File: src/rtl/ppc_pkg.sv
package ppc_pkg;

    // Configuration byte layout (the format bit is decoded by the bus front end)
    localparam int CW_W      = 8;
    localparam int CW_FMT    = 7;
    localparam int CW_A_DIR  = 4;
    localparam int CW_CU_DIR = 3;
    localparam int CW_B_DIR  = 1;
    localparam int CW_CL_DIR = 0;

    typedef enum logic [1:0] {
        SEL_A    = 2'd0,
        SEL_B    = 2'd1,
        SEL_C    = 2'd2,
        SEL_CTRL = 2'd3
    } reg_sel_e;

    // Direction state: 1 = input
    typedef struct packed {
        logic a_in;
        logic cu_in;
        logic b_in;
        logic cl_in;
    } dir_cfg_t;

    localparam dir_cfg_t DIR_ALL_IN = 4'b1111;

    // One-cycle command decoded from the bus
    typedef struct packed {
        logic rd_en;
        logic wr_a;
        logic wr_b;
        logic wr_c;
        logic wr_mode;
        logic wr_bit;
    } bus_cmd_t;

    function automatic dir_cfg_t mode_to_dir(input logic [CW_W-1:0] w);
        dir_cfg_t d;
        d.a_in  = w[CW_A_DIR];
        d.cu_in = w[CW_CU_DIR];
        d.b_in  = w[CW_B_DIR];
        d.cl_in = w[CW_CL_DIR];
        return d;
    endfunction

    function automatic logic [CW_W-1:0] dir_to_readback(input dir_cfg_t d);
        logic [CW_W-1:0] r;
        r            = '0;
        r[CW_FMT]    = 1'b1;
        r[CW_A_DIR]  = d.a_in;
        r[CW_CU_DIR] = d.cu_in;
        r[CW_B_DIR]  = d.b_in;
        r[CW_CL_DIR] = d.cl_in;
        return r;
    endfunction

endpackage

File: src/rtl/ppc_sync.sv
module ppc_sync #(
    parameter int W      = 8,
    parameter int STAGES = 2
) (
    input  logic         clk,
    input  logic         rst,
    input  logic [W-1:0] d,
    output logic [W-1:0] q
);
    logic [W-1:0] chain [STAGES];

    always_ff @(posedge clk) begin
        if (rst) chain[0] <= '0;
        else     chain[0] <= d;
    end

    for (genvar s = 1; s < STAGES; s++) begin : g_stage
        always_ff @(posedge clk) begin
            if (rst) chain[s] <= '0;
            else     chain[s] <= chain[s-1];
        end
    end

    assign q = chain[STAGES-1];
endmodule

File: src/rtl/ppc_decode.sv
module ppc_decode
    import ppc_pkg::*;
#(
    parameter int PORT_W = 8
) (
    input  logic              cs,
    input  logic              rd,
    input  logic              we,
    input  logic [1:0]        addr,
    input  logic [PORT_W-1:0] datai,
    output bus_cmd_t          cmd
);
    reg_sel_e sel;
    assign sel = reg_sel_e'(addr);

    always_comb begin
        cmd       = '0;
        cmd.rd_en = cs & rd;
        if (cs && we) begin
            unique case (sel)
                SEL_A:    cmd.wr_a = 1'b1;
                SEL_B:    cmd.wr_b = 1'b1;
                SEL_C:    cmd.wr_c = 1'b1;
                SEL_CTRL: begin
                    if (datai[CW_FMT]) cmd.wr_mode = 1'b1;
                    else               cmd.wr_bit  = 1'b1;
                end
                default: ;
            endcase
        end
    end
endmodule

File: src/rtl/ppc_ctrl.sv
module ppc_ctrl
    import ppc_pkg::*;
(
    input  logic            clk,
    input  logic            rst,
    input  logic            wr_mode,
    input  logic [CW_W-1:0] mode_word,
    output dir_cfg_t        dir,
    output logic [CW_W-1:0] readback
);
    always_ff @(posedge clk) begin
        if (rst)          dir <= DIR_ALL_IN;
        else if (wr_mode) dir <= mode_to_dir(mode_word);
    end

    assign readback = dir_to_readback(dir);
endmodule

File: src/rtl/ppc_outreg.sv
module ppc_outreg #(
    parameter int W     = 8,
    parameter int IDX_W = (W > 1) ? $clog2(W) : 1
) (
    input  logic             clk,
    input  logic             rst,
    input  logic             clr,
    input  logic             is_input,
    input  logic             wr,
    input  logic [W-1:0]     wr_data,
    input  logic             bit_wr,
    input  logic [IDX_W-1:0] bit_idx,
    input  logic             bit_val,
    output logic [W-1:0]     q
);
    always_ff @(posedge clk) begin
        if (rst || clr) begin
            q <= '0;
        end else if (!is_input) begin
            if (wr)          q          <= wr_data;
            else if (bit_wr) q[bit_idx] <= bit_val;
        end
    end
endmodule

File: src/rtl/ppc_rdpath.sv
module ppc_rdpath
    import ppc_pkg::*;
#(
    parameter int PORT_W = 8
) (
    input  logic              clk,
    input  logic              rst,
    input  logic              rd_en,
    input  logic [1:0]        addr,
    input  dir_cfg_t          dir,
    input  logic [PORT_W-1:0] a_reg,
    input  logic [PORT_W-1:0] b_reg,
    input  logic [PORT_W-1:0] c_reg,
    input  logic [PORT_W-1:0] a_pin,
    input  logic [PORT_W-1:0] b_pin,
    input  logic [PORT_W-1:0] c_pin,
    input  logic [PORT_W-1:0] ctrl_rb,
    output logic [PORT_W-1:0] datao
);
    localparam int NIB = PORT_W / 2;

    logic [PORT_W-1:0] rd_val;
    logic [NIB-1:0]    c_hi;
    logic [NIB-1:0]    c_lo;

    assign c_hi = dir.cu_in ? c_pin[PORT_W-1:NIB] : c_reg[PORT_W-1:NIB];
    assign c_lo = dir.cl_in ? c_pin[NIB-1:0]      : c_reg[NIB-1:0];

    always_comb begin
        unique case (reg_sel_e'(addr))
            SEL_A:   rd_val = dir.a_in ? a_pin : a_reg;
            SEL_B:   rd_val = dir.b_in ? b_pin : b_reg;
            SEL_C:   rd_val = {c_hi, c_lo};
            default: rd_val = ctrl_rb;
        endcase
    end

    always_ff @(posedge clk) begin
        if (rst)        datao <= '0;
        else if (rd_en) datao <= rd_val;
    end
endmodule

File: src/rtl/ppc_top.sv
module ppc_top
    import ppc_pkg::*;
#(
    parameter int PORT_W      = 8,
    parameter int SYNC_STAGES = 2
) (
    input  logic              clk,
    input  logic              rst,
    input  logic              cs,
    input  logic              rd,
    input  logic              we,
    input  logic [1:0]        addr,
    input  logic [PORT_W-1:0] datai,
    output logic [PORT_W-1:0] datao,
    input  logic [PORT_W-1:0] porta_i,
    input  logic [PORT_W-1:0] portb_i,
    input  logic [PORT_W-1:0] portc_i,
    output logic [PORT_W-1:0] porta_o,
    output logic [PORT_W-1:0] portb_o,
    output logic [PORT_W-1:0] portc_o,
    output logic              porta_oe,
    output logic              portb_oe,
    output logic [PORT_W-1:0] portc_oe
);
    localparam int NIB    = PORT_W / 2;
    localparam int CSEL_W = $clog2(PORT_W);
    localparam int NIDX_W = $clog2(NIB);

    bus_cmd_t          cmd;
    dir_cfg_t          dir;
    logic [CW_W-1:0]   ctrl_rb;
    logic [3*PORT_W-1:0] pins_s;
    logic [PORT_W-1:0] a_reg, b_reg, c_reg;

    ppc_decode #(.PORT_W(PORT_W)) u_decode (
        .cs(cs), .rd(rd), .we(we), .addr(addr), .datai(datai), .cmd(cmd)
    );

    ppc_ctrl u_ctrl (
        .clk(clk), .rst(rst), .wr_mode(cmd.wr_mode),
        .mode_word(datai[CW_W-1:0]), .dir(dir), .readback(ctrl_rb)
    );

    ppc_sync #(.W(3*PORT_W), .STAGES(SYNC_STAGES)) u_sync (
        .clk(clk), .rst(rst), .d({porta_i, portb_i, portc_i}), .q(pins_s)
    );

    ppc_outreg #(.W(PORT_W)) u_areg (
        .clk(clk), .rst(rst), .clr(cmd.wr_mode), .is_input(dir.a_in),
        .wr(cmd.wr_a), .wr_data(datai), .bit_wr(1'b0), .bit_idx('0),
        .bit_val(1'b0), .q(a_reg)
    );

    ppc_outreg #(.W(PORT_W)) u_breg (
        .clk(clk), .rst(rst), .clr(cmd.wr_mode), .is_input(dir.b_in),
        .wr(cmd.wr_b), .wr_data(datai), .bit_wr(1'b0), .bit_idx('0),
        .bit_val(1'b0), .q(b_reg)
    );

    // Port C: one register slice per nibble, each with its own direction
    for (genvar n = 0; n < 2; n++) begin : g_cnib
        logic nib_in;
        logic bit_hit;
        assign nib_in  = (n == 1) ? dir.cu_in : dir.cl_in;
        assign bit_hit = cmd.wr_bit && (datai[CSEL_W] == 1'(n));

        ppc_outreg #(.W(NIB)) u_creg (
            .clk(clk), .rst(rst), .clr(cmd.wr_mode), .is_input(nib_in),
            .wr(cmd.wr_c), .wr_data(datai[n*NIB +: NIB]),
            .bit_wr(bit_hit), .bit_idx(datai[NIDX_W:1]), .bit_val(datai[0]),
            .q(c_reg[n*NIB +: NIB])
        );
    end

    ppc_rdpath #(.PORT_W(PORT_W)) u_rdpath (
        .clk(clk), .rst(rst), .rd_en(cmd.rd_en), .addr(addr), .dir(dir),
        .a_reg(a_reg), .b_reg(b_reg), .c_reg(c_reg),
        .a_pin(pins_s[3*PORT_W-1:2*PORT_W]),
        .b_pin(pins_s[2*PORT_W-1:PORT_W]),
        .c_pin(pins_s[PORT_W-1:0]),
        .ctrl_rb(ctrl_rb), .datao(datao)
    );

    assign porta_o  = a_reg;
    assign portb_o  = b_reg;
    assign portc_o  = c_reg;
    assign porta_oe = ~dir.a_in;
    assign portb_oe = ~dir.b_in;
    assign portc_oe = {{NIB{~dir.cu_in}}, {NIB{~dir.cl_in}}};
endmodule

File: config.mk
export PLATFORM = sky130hd
export DESIGN_NAME = ppc_top
export DESIGN_NICKNAME = d
export VERILOG_FILES = /design/src/rtl/ppc_pkg.sv /design/src/rtl/ppc_sync.sv /design/src/rtl/ppc_decode.sv /design/src/rtl/ppc_ctrl.sv /design/src/rtl/ppc_outreg.sv /design/src/rtl/ppc_rdpath.sv /design/src/rtl/ppc_top.sv
export SDC_FILE = /design/constraint.sdc
export NUM_CORES = 1
export LEC_CHECK = 0
export BUFFER_PORTS_ARGS = -buffer_cell sky130_fd_sc_hd__buf_2
export CAP_MARGIN = 20
export CORE_MARGIN = 2
export CORE_UTILIZATION = 49
export CTS_BUF_LIST = sky130_fd_sc_hd__clkbuf_8
export DETAILED_ROUTE_END_ITERATION = 12
export HOLD_SLACK_MARGIN = 0.1
export PLACE_DENSITY = 0.77
export SLEW_MARGIN = 20
export SYNTH_ARGS = -nofsm -noshare
export SYNTH_HDL_FRONTEND = slang
export SYNTH_SLANG_ARGS = --single-unit
File: constraint.sdc
create_clock -name clk -period 1.7 [get_ports clk]
set_clock_uncertainty 0.15 [all_clocks]
set_input_delay 0.425 -clock clk [delete_from_list [all_inputs] [get_ports clk]]
set_output_delay 0.425 -clock clk [all_outputs]
set_load 0.01 [all_outputs]
==> results_dict.tcl, run 1 <==
set metrics [dict create \
    worstPathRequired_ns 1.12 \
    p_clk_frac 0.403 \
    whs_ns 0.127 \
    finalCritPeriodShare 0.966 \
    first_global_vias 2544 \
    seqCellArea_mm2 0.00169 \
    htreeDepth 3 \
    core_area_mm2 0.00642 \
    finalHoldViolations 0 \
    grt_max_degree 42 \
    internal-power_uw 3150 \
    hp-class "in2reg" \
    fmax_ghz 0.609 \
    maxCapViolations 0 \
    crit_buf_inv 3 \
    drc 6 \
    slew_headroom 0.624 \
    place_congestion 0.910 \
    area_growth_pct 27.6 \
    track_usage 0.211 \
    drt_iter0_markers 183 \
    cts_root_buf "clkbuf_8" \
    start_util 0.511 \
    num_antenna_cells 0 \
    avgSynthCellArea_um2 10.3 \
    crit_arrival_ns 1.07 \
    violations "DRC" \
    p_seq_frac 0.512 \
    worst_slew_pin_slew_ns 0.549 \
    finalCriticalPeriod_ns 1.64 \
    cp_top_family "flip-flops" \
    dieArea_mm2 0.00737 \
    p_per_area_mw_per_mm2 957 \
    clk_pin_slew_ns 0.08 \
    antenna_found_initial 0 \
    cp_max_fo 9 \
    core.rowCount 29 \
    nets 462 \
    cp_slowest_cell "dfxtp_4" \
    vdd_drop_max_uv 768 \
    fillers 537 \
    cp_cell_sequence "inv_2 -> buf_4 -> buf_2" \
    ys_types 42 \
    place.port_buffers 80 \
    drt_wl_total_mm 7.54 \
    die_h_um 85.9 \
    yosysSeqAreaShare 0.512 \
    setup-tns-final_ns 0 \
    dp_slack_ns -0.116 \
    mappedNetlistNets 358 \
    cpPeakStageDelay_ns 0.41 \
    antenna_left 0 \
    power.net_switching_uw 859 \
    clockBufferDepth 2 \
    path_class "reg2out" \
    setup-violations-final 0 \
    io_pins 81 \
    p_sw_frac 0.214 \
    synth_edf_count 0 \
    synth_flop_cell "dfxtp_1" \
    hpwl_mm 5.67 \
    post_drt_wl_per_cell_um 15.0 \
    placedCellCount 487 \
    slew_violations 0 \
    combinationalPowerShare 0.085 \
    grt_pass1_wl_mm 11.8 \
    setup_slack_ns 0.0571 \
    num_vias 2608 \
    clock_latency_ns 0.35 \
    via_per_inst 5.17 \
    multi_input_area_mm2 0.00144 \
    async_reset_ff_frac 0 \
    grt_overflow 0 \
    critPathCaptureType "output port" \
    fin_cells 504 \
    die_w_um 85.9 \
    rsz0062_at_grt "no" \
    ys_warn_count 0 \
    final_core_util 0.652 \
    drt_first_pass_iters 11 \
    drive_above_1_share 0.354 \
    p_leak_uw 0.00204 \
    cts.sinks 84 \
    syn_inst 319 \
    cp-start-kind "flip-flop" \
    numCtsBuffers 9 \
    syn-cell-area_mm2 0.00328 \
    status "complete, but fails checks" \
    cts_tree "built" \
    synth-seq-cells 84 \
]
synth_stat cells, types with 2 or more instances:
cell      instances  area, um2
o211ai_1          4       30.0
and2b_1           4       30.0
clkbuf_1          7       26.3
dfxtp_1          84       1680
a311oi_1          3       26.3
nand3_1           2       10.0
a21oi_1          10       50.1
buf_4             6       45.0
o221a_2           3       33.8
mux2i_1          39        390
o22ai_1           2       12.5
or2_2             2       12.5
inv_1             5       18.8
nor2_1           23       86.3
o21ai_0          10       50.1
nor2b_1          49        307
nand2_1          15       56.3
buf_2             8       40.0
a211oi_1         12       90.1
buf_6             2       22.5
or3b_2            2       17.5
nor3_1            2       10.0
a31oi_1           2       12.5
nand2b_1          5       31.3
per-layer routing:
layer / part of all wire / wire [um] / global-route usage / vias to the layer above
li1: - / - / - / 1295
met1: 0.44 / 3300 / 0.274 / 1208
met2: 0.48 / 3590 / 0.346 / 93
met3: 0.071 / 533 / 0.0549 / 12
met4: 0.015 / 112 / 0.0649 / 0
met5: 0 / 0 / 0 / -
worst register-to-register path: cells and delay by family (launching register included):
kind / cells / cell delay (ns)
and+or+nand+nor: 1 / 0.46
AOI/OAI and AO/OA: 3 / 0.41
DFF: 1 / 0.37
buffers and inverters: 1 / 0.16
through the flow:
stage / instance area, um2 / total power (uW)
detailed placement: 3930 / 2440
floorplan: 3280 / 2280
CTS: 4170 / 4050
finish: 4190 / 4010
global route: 4190 / 4160
global placement: 3930 / 2430
state kept, by name, indices dropped and copies added (netlist names):
signal,count
u_areg.q,8
u_ctrl.dir,4
g_cnib.u_creg.q,8
u_rdpath.datao,8
u_sync.chain,48
u_breg.q,8
power by group through the flow:
stage | Clock [uW] | Sequential [uW] | Combinational (uW)
after floorplan | 0 | 2100 | 183
after global placement | 0 | 2100 | 329
after detailed placement | 0 | 2100 | 336
after CTS | 1660 | 2060 | 337
after global routing | 1720 | 2060 | 373
final | 1620 | 2050 | 341
cell families (layout without fill, tap and decap cells):
family	Yosys count	after routing	share of synthesized area
mux	40	40	0.126
buf+inv	31	139	0.0503
compound gates	53	53	0.115
flops	84	84	0.512
simple gates	111	111	0.196
final timing paths:
| check | startpoint | endpoint | slack, ns | cells after the start |
|---|---|---|---|---|
| hold reg to reg | u_sync.chain[0][3]$_SDFF_PP0_ | u_sync.chain[1][3]$_SDFF_PP0_ | 0.29 | 1 |
| setup reg to reg | u_ctrl.dir[1]$_SDFFE_PP1P_ | u_rdpath.datao[1]$_SDFFE_PP0P_ | 0.08 | 5 |
| hold / removal | portc_i[2] | u_sync.chain[0][2]$_SDFF_PP0_ | 0.13 | 2 |
| setup / recovery | u_ctrl.dir[3]$_SDFFE_PP1P_ | porta_oe | 0.06 | 3 |
cells in the final DEF, fill, tap and decap left out, types with 9 or more instances in the layout:
master    count
nor2_1       23
clkbuf_8      9
a211oi_1     12
nand2_1      15
dfxtp_1      81
buf_2        80
buf_4        36
nor2b_1      49
o21ai_0      10
mux2i_1      39
a21oi_1      10
repair_timing:
| action | in CTS | in global routing |
|---|---|---|
| hold buffers | 0 | 0 |
| setup buffers | 0 | 2 |
| pin swaps | 0 | 0 |
| setup endpoints to repair | 7 | 7 |
| hold endpoints to repair | 0 | 0 |
| resized for setup | 4 | 4 |
final cells by class:
type | count | area share
clock buffer | 9 | 0.0296
sequential | 84 | 0.404
tap | 77 | 0.0230
clock inverter | 6 | 0.0254
inverter | 6 | 0.00538
multi-input combinational | 204 | 0.343
timing repair buffer | 118 | 0.170
(Power assumes the default switching activity.)
==> inputs of run 2 (changes only) <==
--- a/config.mk
+++ b/config.mk
@@ -14,3 +14,3 @@
 export HOLD_SLACK_MARGIN = 0.1
-export PLACE_DENSITY = 0.77
+export PLACE_DENSITY = 0.79
 export SLEW_MARGIN = 20
==> constraint.sdc (replaced) <==
create_clock -name clk -period 1.7 [get_ports clk]
set_clock_uncertainty 0.15 [all_clocks]
set_input_delay 0.085 -clock clk [delete_from_list [all_inputs] [get_ports clk]]
set_output_delay 0.085 -clock clk [all_outputs]
set_load 0.01 [all_outputs]
==> results_dict.tcl, run 2 (synthesis gave the netlist of run 1 again) <==
set metrics [dict create \
    cpPeakStageDelay_ns 0.54 \
    grt_overflow 0 \
    nets 485 \
    track_usage 0.229 \
    area_growth_pct 35.8 \
    cp_max_fo 7 \
    final_core_util 0.694 \
    fillers 480 \
    violations "DRC" \
    numCtsBuffers 9 \
    core_area_mm2 0.00642 \
    crit_buf_inv 2 \
    fmax_ghz 0.613 \
    drt_iter0_markers 173 \
    p_leak_uw 0.00213 \
    worstPathRequired_ns 1.81 \
    worst_slew_pin_slew_ns 0.527 \
    cts_root_buf "clkbuf_8" \
    place.port_buffers 80 \
    finalCriticalPeriod_ns 1.63 \
    p_seq_frac 0.528 \
    grt_pass1_wl_mm 12.7 \
    num_antenna_cells 0 \
    rsz0062_at_grt "no" \
    die_h_um 85.9 \
    vdd_drop_max_uv 689 \
    die_w_um 85.9 \
    power.net_switching_uw 912 \
    slew_violations 0 \
    cp_cell_sequence "dlygate4sd3_1 -> buf_2 -> or2_2 -> a2111oi_4 -> mux2i_1 -> nor2_1" \
    drc 6 \
    num_vias 2721 \
    start_util 0.511 \
    clk_pin_slew_ns 0.08 \
    io_pins 81 \
    critPathCaptureType "flip-flop" \
    grt_max_degree 34 \
    crit_arrival_ns 1.74 \
    cts.sinks 84 \
    finalHoldViolations 0 \
    drt_wl_total_mm 7.98 \
    cp-start-kind "input port" \
    drive_above_1_share 0.288 \
    via_per_inst 5.15 \
    clockBufferDepth 2 \
    combinationalPowerShare 0.101 \
    hpwl_mm 5.48 \
    first_global_vias 2654 \
    clock_latency_ns 0.36 \
    finalCritPeriodShare 0.960 \
    antenna_found_initial 0 \
    final_common_cell "dfxtp_1" \
    p_clk_frac 0.371 \
    status "complete, but fails checks" \
    hp-class "in2reg" \
    slew_headroom 0.647 \
    antenna_left 0 \
    maxCapViolations 0 \
    htreeDepth 3 \
    largest-register "u_sync.chain" \
    cp_slowest_cell "dlygate4sd3_1" \
    cts_tree "built" \
    p_per_area_mw_per_mm2 875 \
    place_congestion 0.902 \
    setup-violations-final 0 \
    path_class "in2reg" \
    core.rowCount 29 \
    p_sw_frac 0.234 \
    setup-tns-final_ns 0 \
    drt_first_pass_iters 11 \
    dieArea_mm2 0.00737 \
    internal-power_uw 2990 \
    post_drt_wl_per_cell_um 15.1 \
    cp_top_family "buffers and inverters" \
    rrSetupSlack_ns 0.12 \
    largest_register_ffs 48 \
    layout_common_cells "dfxtp_1 (82), buf_2 (80), nor2b_1 (49), dlygate4sd3_1 (43), mux2i_1 (39)" \
]
==> run 2: cell count changes in the layout (fill, tap and decap cells not counted), sizes merged <==
cell,delta
clkinv,-1
clkinvlp,+2
dlygate4sd3,+43
buf,-20
clkbuf,+2
bufinv,-2
==> run 2: tightest hold or removal path: cells and delay by family <==
kind	cells	cell delay (ns)
and+or+nand+nor	2	0.18
AOI/OAI and AO/OA	1	0.06
muxes	1	0.11
buffers and inverters	1	0.16
==> run 2: power groups by stage <==
stage | Clock (uW) | Combinational (uW) | Sequential (uW)
after global routing | 1550 | 429 | 2060
after floorplan | 0 | 183 | 2100
after detailed placement | 0 | 310 | 2100
final | 1450 | 394 | 2060
after global placement | 0 | 304 | 2100
after CTS | 1460 | 387 | 2060
==> run 2: repair_timing <==
item                                    4_1_cts  5_1_grt
endpoints found under the setup margin        7        5
hold buffers                                 43        0
resized for setup                             1        4
pin swaps                                     0        1
buffers inserted                              0        1
hold endpoints to repair                     66        0
==> run 2: stage by stage <==
| step | hold WS, ns | total power [uW] | std cells | area [um2] | setup WS, ns |
|---|---|---|---|---|---|
| 6_report | 0.129 | 3900 | 528 | 4460 | 0.0681 |
| 5_1_grt | 0.141 | 4040 | 528 | 4460 | 0.00446 |
| 4_1_cts | 0.113 | 3900 | 527 | 4430 | 0.0383 |
| 3_5_place_dp | 0.148 | 2410 | 468 | 3790 | -0.00823 |
| 3_3_place_gp | 0.142 | 2410 | 468 | 3790 | 0.0249 |
| 2_1_floorplan | 0.0632 | 2280 | 319 | 3280 | 0.156 |
==> run 2: final timing paths <==
| check | startpoint | end | cells after the start |
|---|---|---|---|
| max | datai[2] | g_cnib[0].u_creg.q[0]$_SDFFE_PP0P_ | 6 |
| min | cs | g_cnib[0].u_creg.q[0]$_SDFFE_PP0P_ | 5 |
| max reg2reg | u_ctrl.dir[3]$_SDFFE_PP1P_ | u_rdpath.datao[1]$_SDFFE_PP0P_ | 5 |
| min reg2reg | u_sync.chain[0][12]$_SDFF_PP0_ | u_sync.chain[1][12]$_SDFF_PP0_ | 1 |
==> run 2: area by class of cell <==
cell class	count	area (um2)	area share
clock buffer	11	151	0.0340
clock inverter	5	52.6	0.0118
inverter	6	22.5	0.00505
sequential	84	1680	0.378
tap	77	96.3	0.0216
multi-input combinational	204	1460	0.328
timing repair buffer	141	991	0.222
==> run 2: layer usage <==
metal / vias to the layer above / GRT usage / share of wire
met4: 0 / 0.0967 / 0.020
met3: 14 / 0.0635 / 0.061
met2: 108 / 0.371 / 0.48
met1: 1254 / 0.286 / 0.44
met5: - / 0 / 0
li1: 1345 / - / -
